$ cat src/rtl/wdog_pkg.sv
package wdog_pkg;

   localparam logic [31:0] KEY_UNLOCK  = 32'h0000_5AA5;
   localparam logic [31:0] KEY_RESTART = 32'h0000_CAFE;

   localparam int OFS_ID     = 'h00;
   localparam int OFS_CTRL   = 'h10;
   localparam int OFS_RELOAD = 'h14;
   localparam int OFS_UNLOCK = 'h18;
   localparam int OFS_STATUS = 'h1C;

   localparam int CTRL_W = 11;

   // field order gives bit positions: en at bit 0, rst_code at 10:8
   typedef struct packed {
      logic [2:0] rst_code;
      logic [3:0] int_code;
      logic       rst_en;
      logic       int_en;
      logic       clk_sel;
      logic       en;
   } ctrl_t;

   typedef enum logic [1:0] {
      ST_IDLE = 2'd0,
      ST_INT  = 2'd1,
      ST_RST  = 2'd2,
      ST_DONE = 2'd3
   } stage_e;

   function automatic logic [4:0] int_exp(input logic [3:0] code);
      logic [4:0] e;
      if (code[3])           e = {code, 1'b1};
      else if (code == 4'd0) e = 5'd6;
      else if (code == 4'd1) e = 5'd8;
      else if (code == 4'd2) e = 5'd10;
      else                   e = 5'(code) + 5'd8;
      return e;
   endfunction

   function automatic logic [4:0] rst_exp(input logic [2:0] code);
      return 5'(code) + 5'd7;
   endfunction

endpackage

$ cat src/rtl/wdog_intv_sel.sv
module wdog_intv_sel
   import wdog_pkg::*;
#(
   parameter int CNT_W = 32
) (
   input  logic [3:0]       int_code,
   input  logic [2:0]       rst_code,
   output logic [CNT_W-1:0] int_last,
   output logic [CNT_W-1:0] rst_last
);

   localparam logic [CNT_W-1:0] ONE = CNT_W'(1);

   logic [4:0] ie;
   logic [4:0] re;

   always_comb begin
      ie = int_exp(int_code);
      re = rst_exp(rst_code);
      int_last = (ONE << ie) - ONE;
      rst_last = (ONE << re) - ONE;

      exp_fit_chk: assert (32'(ie) < CNT_W)
         else $error("interrupt exponent exceeds counter width");
   end

endmodule

$ cat src/rtl/wdog_regs.sv
module wdog_regs
   import wdog_pkg::*;
#(
   parameter int          ADDR_W   = 8,
   parameter int          CNT_W    = 32,
   parameter logic [31:0] ID_VALUE = 32'h57D0_0C20
) (
   input  logic              clk,
   input  logic              rst_n,
   input  logic [ADDR_W-1:0] bus_addr,
   input  logic              bus_we,
   input  logic [31:0]       bus_wdata,
   output logic [31:0]       bus_rdata,
   input  logic              int_expire,
   output ctrl_t             ctrl,
   output logic              sts,
   output logic              start,
   output logic              stop
);

   localparam int PAD_W = 32 - CTRL_W;

   logic  hit_ctrl, hit_reload, hit_unlock, hit_sts;
   logic  unlocked;
   logic  ctrl_acc;
   logic  reload_acc;
   logic  [3:0] wr_int_code;
   ctrl_t ctrl_wr;

   assign hit_ctrl   = bus_we && (bus_addr == ADDR_W'(OFS_CTRL));
   assign hit_reload = bus_we && (bus_addr == ADDR_W'(OFS_RELOAD));
   assign hit_unlock = bus_we && (bus_addr == ADDR_W'(OFS_UNLOCK));
   assign hit_sts    = bus_we && (bus_addr == ADDR_W'(OFS_STATUS));

   // counter width variant decides whether the code saturates
   generate
      if (CNT_W == 16) begin : g_narrow
         assign wr_int_code = bus_wdata[7] ? 4'd7 : bus_wdata[7:4];
      end else begin : g_wide
         assign wr_int_code = bus_wdata[7:4];
      end
   endgenerate

   always_comb begin
      ctrl_wr          = ctrl_t'(bus_wdata[CTRL_W-1:0]);
      ctrl_wr.int_code = wr_int_code;
   end

   assign ctrl_acc   = hit_ctrl && unlocked;
   assign reload_acc = hit_reload && unlocked && (bus_wdata == KEY_RESTART) && ctrl.en;
   assign start      = (ctrl_acc && bus_wdata[0]) || reload_acc;
   assign stop       = ctrl_acc && !bus_wdata[0];

   always_ff @(posedge clk or negedge rst_n) begin
      if (!rst_n) begin
         unlocked <= 1'b0;
      end else if (hit_unlock) begin
         unlocked <= (bus_wdata == KEY_UNLOCK);
      end else if (hit_ctrl || hit_reload) begin
         unlocked <= 1'b0;
      end
   end

   always_ff @(posedge clk or negedge rst_n) begin
      if (!rst_n) begin
         ctrl <= '0;
      end else if (ctrl_acc) begin
         ctrl <= ctrl_wr;
      end
   end

   always_ff @(posedge clk or negedge rst_n) begin
      if (!rst_n) begin
         sts <= 1'b0;
      end else if (int_expire) begin
         sts <= 1'b1;
      end else if (hit_sts && bus_wdata[0]) begin
         sts <= 1'b0;
      end
   end

   always_comb begin
      if (bus_addr == ADDR_W'(OFS_ID))          bus_rdata = ID_VALUE;
      else if (bus_addr == ADDR_W'(OFS_CTRL))   bus_rdata = {{PAD_W{1'b0}}, ctrl};
      else if (bus_addr == ADDR_W'(OFS_STATUS)) bus_rdata = {31'd0, sts};
      else                                      bus_rdata = 32'd0;
   end


   locked_ctrl_chk: assert property (@(posedge clk) disable iff (!rst_n)
      (hit_ctrl && !unlocked) |=> $stable(ctrl));


   one_shot_chk: assert property (@(posedge clk) disable iff (!rst_n)
      (hit_ctrl || hit_reload) |=> !unlocked);


   sts_source_chk: assert property (@(posedge clk) disable iff (!rst_n)
      $rose(sts) |-> $past(int_expire));

endmodule

$ cat src/rtl/wdog_core.sv
module wdog_core
   import wdog_pkg::*;
#(
   parameter int CNT_W = 32
) (
   input  logic             clk,
   input  logic             rst_n,
   input  logic             clk_sel,
   input  logic             rst_en,
   input  logic             alt_tick,
   input  logic [CNT_W-1:0] int_last,
   input  logic [CNT_W-1:0] rst_last,
   input  logic             start,
   input  logic             stop,
   output logic             int_expire,
   output logic             wdt_rst
);

   stage_e           stage;
   logic [CNT_W-1:0] cnt;
   logic             tick;
   logic             int_end;
   logic             rst_end;

   assign tick    = clk_sel || alt_tick;
   assign int_end = (stage == ST_INT) && tick && (cnt == int_last);
   assign rst_end = (stage == ST_RST) && tick && (cnt == rst_last);

   assign int_expire = int_end && !start && !stop;

   always_ff @(posedge clk or negedge rst_n) begin
      if (!rst_n) begin
         stage   <= ST_IDLE;
         cnt     <= '0;
         wdt_rst <= 1'b0;
      end else if (stop) begin
         stage   <= ST_IDLE;
         cnt     <= '0;
         wdt_rst <= 1'b0;
      end else if (start) begin
         stage <= ST_INT;
         cnt   <= '0;
      end else begin
         case (stage)
            ST_INT: begin
               if (int_end) begin
                  stage <= ST_RST;
                  cnt   <= '0;
               end else if (tick) begin
                  cnt <= cnt + 1'b1;
               end
            end
            ST_RST: begin
               if (rst_end) begin
                  stage   <= ST_DONE;
                  cnt     <= '0;
                  wdt_rst <= wdt_rst | rst_en;
               end else if (tick) begin
                  cnt <= cnt + 1'b1;
               end
            end
            default: ;
         endcase
      end
   end


   stop_clears_chk: assert property (@(posedge clk) disable iff (!rst_n)
      stop |=> (stage == ST_IDLE) && !wdt_rst);


   rst_cause_chk: assert property (@(posedge clk) disable iff (!rst_n)
      $rose(wdt_rst) |-> $past(stage == ST_RST && rst_en));


   rst_hold_chk: assert property (@(posedge clk) disable iff (!rst_n)
      ($past(wdt_rst) && !$past(stop)) |-> wdt_rst);


   no_tick_hold_chk: assert property (@(posedge clk) disable iff (!rst_n)
      ($past(stage == ST_INT) && $past(!tick) && $past(!start) && $past(!stop)) |-> $stable(cnt));


   int_bound_chk: assert property (@(posedge clk) disable iff (!rst_n)
      (stage == ST_INT) |-> (cnt <= int_last));

endmodule

$ cat src/rtl/wdog_twostage.sv
module wdog_twostage
   import wdog_pkg::*;
#(
   parameter int          ADDR_W   = 8,
   parameter int          CNT_W    = 32,
   parameter logic [31:0] ID_VALUE = 32'h57D0_0C20
) (
   input  logic              clk,
   input  logic              rst_n,
   input  logic [ADDR_W-1:0] bus_addr,
   input  logic              bus_we,
   input  logic [31:0]       bus_wdata,
   output logic [31:0]       bus_rdata,
   input  logic              alt_tick,
   output logic              wdt_irq,
   output logic              wdt_rst
);

   generate
      if (CNT_W != 16 && CNT_W != 32) begin : g_bad_width
         $error("CNT_W must be 16 or 32");
      end
      if (ADDR_W < 5) begin : g_bad_addr
         $error("ADDR_W must reach offset 0x1C");
      end
   endgenerate

   ctrl_t            ctrl;
   logic             sts;
   logic             start;
   logic             stop;
   logic             int_expire;
   logic [CNT_W-1:0] int_last;
   logic [CNT_W-1:0] rst_last;

   wdog_regs #(
      .ADDR_W   (ADDR_W),
      .CNT_W    (CNT_W),
      .ID_VALUE (ID_VALUE)
   ) u_regs (
      .clk        (clk),
      .rst_n      (rst_n),
      .bus_addr   (bus_addr),
      .bus_we     (bus_we),
      .bus_wdata  (bus_wdata),
      .bus_rdata  (bus_rdata),
      .int_expire (int_expire),
      .ctrl       (ctrl),
      .sts        (sts),
      .start      (start),
      .stop       (stop)
   );

   wdog_intv_sel #(
      .CNT_W (CNT_W)
   ) u_sel (
      .int_code (ctrl.int_code),
      .rst_code (ctrl.rst_code),
      .int_last (int_last),
      .rst_last (rst_last)
   );

   wdog_core #(
      .CNT_W (CNT_W)
   ) u_core (
      .clk        (clk),
      .rst_n      (rst_n),
      .clk_sel    (ctrl.clk_sel),
      .rst_en     (ctrl.rst_en),
      .alt_tick   (alt_tick),
      .int_last   (int_last),
      .rst_last   (rst_last),
      .start      (start),
      .stop       (stop),
      .int_expire (int_expire),
      .wdt_rst    (wdt_rst)
   );

   assign wdt_irq = sts && ctrl.int_en;


   irq_gate_chk: assert property (@(posedge clk) disable iff (!rst_n)
      $rose(wdt_irq) |-> ctrl.int_en && sts);

endmodule

$ cat config.mk
export PLATFORM = sky130hd
export DESIGN_NAME = wdog_twostage
export DESIGN_NICKNAME = d
export VERILOG_FILES = /design/src/rtl/wdog_pkg.sv /design/src/rtl/wdog_intv_sel.sv /design/src/rtl/wdog_regs.sv /design/src/rtl/wdog_core.sv /design/src/rtl/wdog_twostage.sv
export SDC_FILE = /design/constraint.sdc
export NUM_CORES = 1
export LEC_CHECK = 0
export CAP_MARGIN = 40
export CORE_MARGIN = 8
export CORE_UTILIZATION = 50
export CTS_CLUSTER_DIAMETER = 30
export DETAILED_ROUTE_END_ITERATION = 7
export GPL_ROUTABILITY_DRIVEN = 0
export GPL_TIMING_DRIVEN = 0
export PLACE_DENSITY = 0.77
export SETUP_SLACK_MARGIN = 0.3
export SYNTH_ARGS = -nofsm -noshare
export SYNTH_HDL_FRONTEND = slang
export SYNTH_SLANG_ARGS = --single-unit
$ cat constraint.sdc
create_clock -name clk -period 4.32 [get_ports clk]
set_input_delay 0.864 -clock clk [delete_from_list [all_inputs] [get_ports clk]]
set_output_delay 0.864 -clock clk [all_outputs]
set_load 0.05 [all_outputs]
==> reports/qor.csv <==
metric,value,unit
Final nets,647,
DRT met1 WL,5500,um
total CTS buffers,5,
RSZ-0062 raised after global routing,yes,
Worst-Skew Late Latency,320,ps
Yosys warning count,0,
leak pwr,2.18,nW
Port Buffers,63,
I/O pins,78,
layout cells sized above 1,0.119,
crit share post-route,0.904,
Slew headroom,0.552,
"most common cell after layout, fill and taps aside",nand2_1,
status,"complete, no violations",
final hold slack,514,ps
R2R Setup Slk,930,ps
clock root cell,clkbuf_8,
Layout fillers,677,
GR Overflow Total,0,
Synth Instances,514,
asr flop ratio synth,1.00,
antenna violations before repair,0,
Pwr Density,269,mW/mm2
synth-to-layout area growth,22.8,%
Critical Path Start,bus_addr[1],
Worst EP required,3460,ps
Yosys reg bits,48,
Final Hold Vio Count,0,
Pins Over Slew Limit,0,
sequential area share after synthesis,0.298,
Detail Placement HPWL,9890,um
"top cells by area, synth","dfrtp_1 30%, nand2_1 5.1%, nand3_1 5.0%, buf_4 3.9%, mux2_2 3.4%",
largest net degree at the start of global routing,28,
share of the synthesized area in the top cell type,0.298,
DIE WIDTH,106,um
final non-filler cell total,701,
Via density,6.26,
drt initial violations,543,
CP dominant cell by count,clkdlybuf4s50_1,
Ant. Diodes,0,
cells along the critical path,"clkdlybuf4s50_1, or3_1, nor3_1, nand2_1, a21oi_1, clkdlybuf4s50_1",
max layer used,met4,
Fmax,256,MHz
Remaining DRCs,0,
CTS clock-pin slew for the worst setup and hold paths,90,ps
CP endpoint kind,output pin,
Initial Utilization,0.518,
TritonCTS clock tree,done,
WP data arrival,3040,ps
stages on the worst setup path,6,
die footprint,0.0112,mm2
worst r2r dst,u_core.cnt[29],
Longest Clk Path Bufs,2,
Post-Synthesis Cell Area,0.00403,mm2
drt pass-1 iters,5,
Crit-path slowest cell,clkdlybuf4s50_1,
CP Capture Point,bus_rdata[0],
"Design Area, Final",0.00494,mm2
met3 routed WL,1170,um
"area leader, netlist",dfrtp_1,
gr usage total,0.225,
die height,106,um
Worst Skew,12.3,ps
Clock H-tree levels,2,
Post-Syn Area per Cell,7.83,um2
Buffers & Inverters on Critical Path,2,
Netlist cell types,70,
FP Rows,32,
post-route ant nets,0,
Post-Place Cell Area,0.00485,mm2
"commonest non-fill, non-tap cells in the layout","55 x nand2_1, 48 x dfrtp_1, 43 x clkdlybuf4s50_1",
slew at the pin with the worst max-slew slack,666,ps
Hold Path Class,in -> async,
vias,4390,
Setup Viol. Count Final,0,
CP max stage delay,830,ps
RR Startpoint,u_core.cnt[1],
worst setup path category,in -> out,
met2 wire len,5820,um
minimum clock period,3910,ps
placed cell count,693,
post-layout util,0.637,
total negative slack,0,ps
worst r2r path cells,10,
max_cap viols,0,
family with the most delay on the worst path,buffers and inverters,
CP max FO,4,
Total Wirelength,12800,um
postcts setup bufs,0,
first-pass GRT wire length,21100,um
clock sinks,48,
number of global-route vias before repair,4177,
WL per Instance,18.3,um
VDD IR max,233,uV
"EDFF count, synth",0,
core area,0.00777,mm2
ys flop type,dfrtp_1,
critical path launch point type,input pin,
[flip-flops by register name (all words and copies together), names as in the netlist]
name / flops
u_regs.sts: 1
u_regs.ctrl: 11
u_regs.unlocked: 1
u_core.cnt: 32
u_core.wdt_rst: 1
u_core.stage: 2
[where the power goes]
| group | switching (mW) | internal (mW) |
|---|---|---|
| clock | 0.160 | 0.204 |
| sequential | 0.0752 | 0.501 |
| combinational | 0.232 | 0.155 |
[stage by stage]
step | setup WS [ps] | power (mW)
2_1_floorplan | 460 | 0.817
3_3_place_gp | -203 | 0.941
3_5_place_dp | -271 | 0.954
4_1_cts | 273 | 1.31
5_1_grt | 227 | 1.39
6_report | 414 | 1.33
[synthesized netlist by cell type (3+ instances only)]
cell,instances
o22ai_1,9
mux2i_1,5
or3_1,11
buf_4,21
o21ai_0,14
nand4_1,20
a31oi_1,20
nor4_1,14
a21oi_1,13
o32ai_1,3
nor3_1,11
o2111ai_1,8
buf_6,4
ha_1,5
nand3b_1,3
nor3b_1,3
a21o_1,5
and3_1,7
o211ai_1,12
and2_1,12
mux2_2,12
nand2b_1,4
nor2_1,29
nand2_1,55
xor2_1,3
nor2b_1,4
buf_2,8
or4_1,4
nand3_1,40
nor4bb_1,4
o21a_1,4
o2bb2ai_1,3
and4_1,3
dfrtp_1,48
inv_1,18
clkbuf_1,33
[how the worst min path moves through the flow]
stage | from | endpoint | slack [ps] | cells after the start
final | rst_n | u_core.cnt[1] | 510 | 1
after global routing | u_core.wdt_rst | u_core.wdt_rst | 550 | 2
after CTS | u_core.wdt_rst | u_core.wdt_rst | 520 | 2
after detailed placement | u_core.wdt_rst | u_core.wdt_rst | 500 | 2
after global placement | u_core.wdt_rst | u_core.wdt_rst | 480 | 2
after floorplan | u_regs.ctrl[3] | u_core.wdt_rst | 480 | 2
[layout make-up]
cell class	count	area, um2	share of cell area
plain buffers	68	374	0.0757
clock buffers	7	96.3	0.0195
clock inverters	1	30.0	0.00607
inverters	18	67.6	0.0137
multi-input cells	392	2440	0.493
flip-flops and latches	48	1200	0.243
well taps	102	128	0.0258
repair buffers	65	608	0.123
[per-layer routing]
metal  global-route usage  up-vias
li1                     -     2046
met1                0.298     2052
met2                0.360      260
met3               0.0420       32
met4               0.0764        0
met5                    0        -
[kinds of logic after synthesis]
| kind of cell | synth area share |
|---|---|
| flops | 0.298 |
| buf+inv | 0.110 |
| other cells | 0.00187 |
| compound gates | 0.200 |
| fa+ha+maj | 0.0155 |
| simple gates | 0.318 |
| xor+xnor | 0.0109 |
| mux | 0.0460 |
[repair_timing]
action	4_1_cts	5_1_grt
setup endpoints to repair	17	10
endpoints found under the hold margin	0	0
hold buffers	0	0
gates resized for setup	25	10
[worst register-to-register path, stage by stage, from the launching register on]
cell and delay (ps):
dfrtp_1 470, ha_1 220, or4bb_1 470, a2111oi_0 470, o2111ai_1 200, a2111oi_2 490, nor3b_1 140, buf_2 200
clkbuf_1 290, o211ai_1 240, nand2_1 70
(Power assumes the default switching activity.)
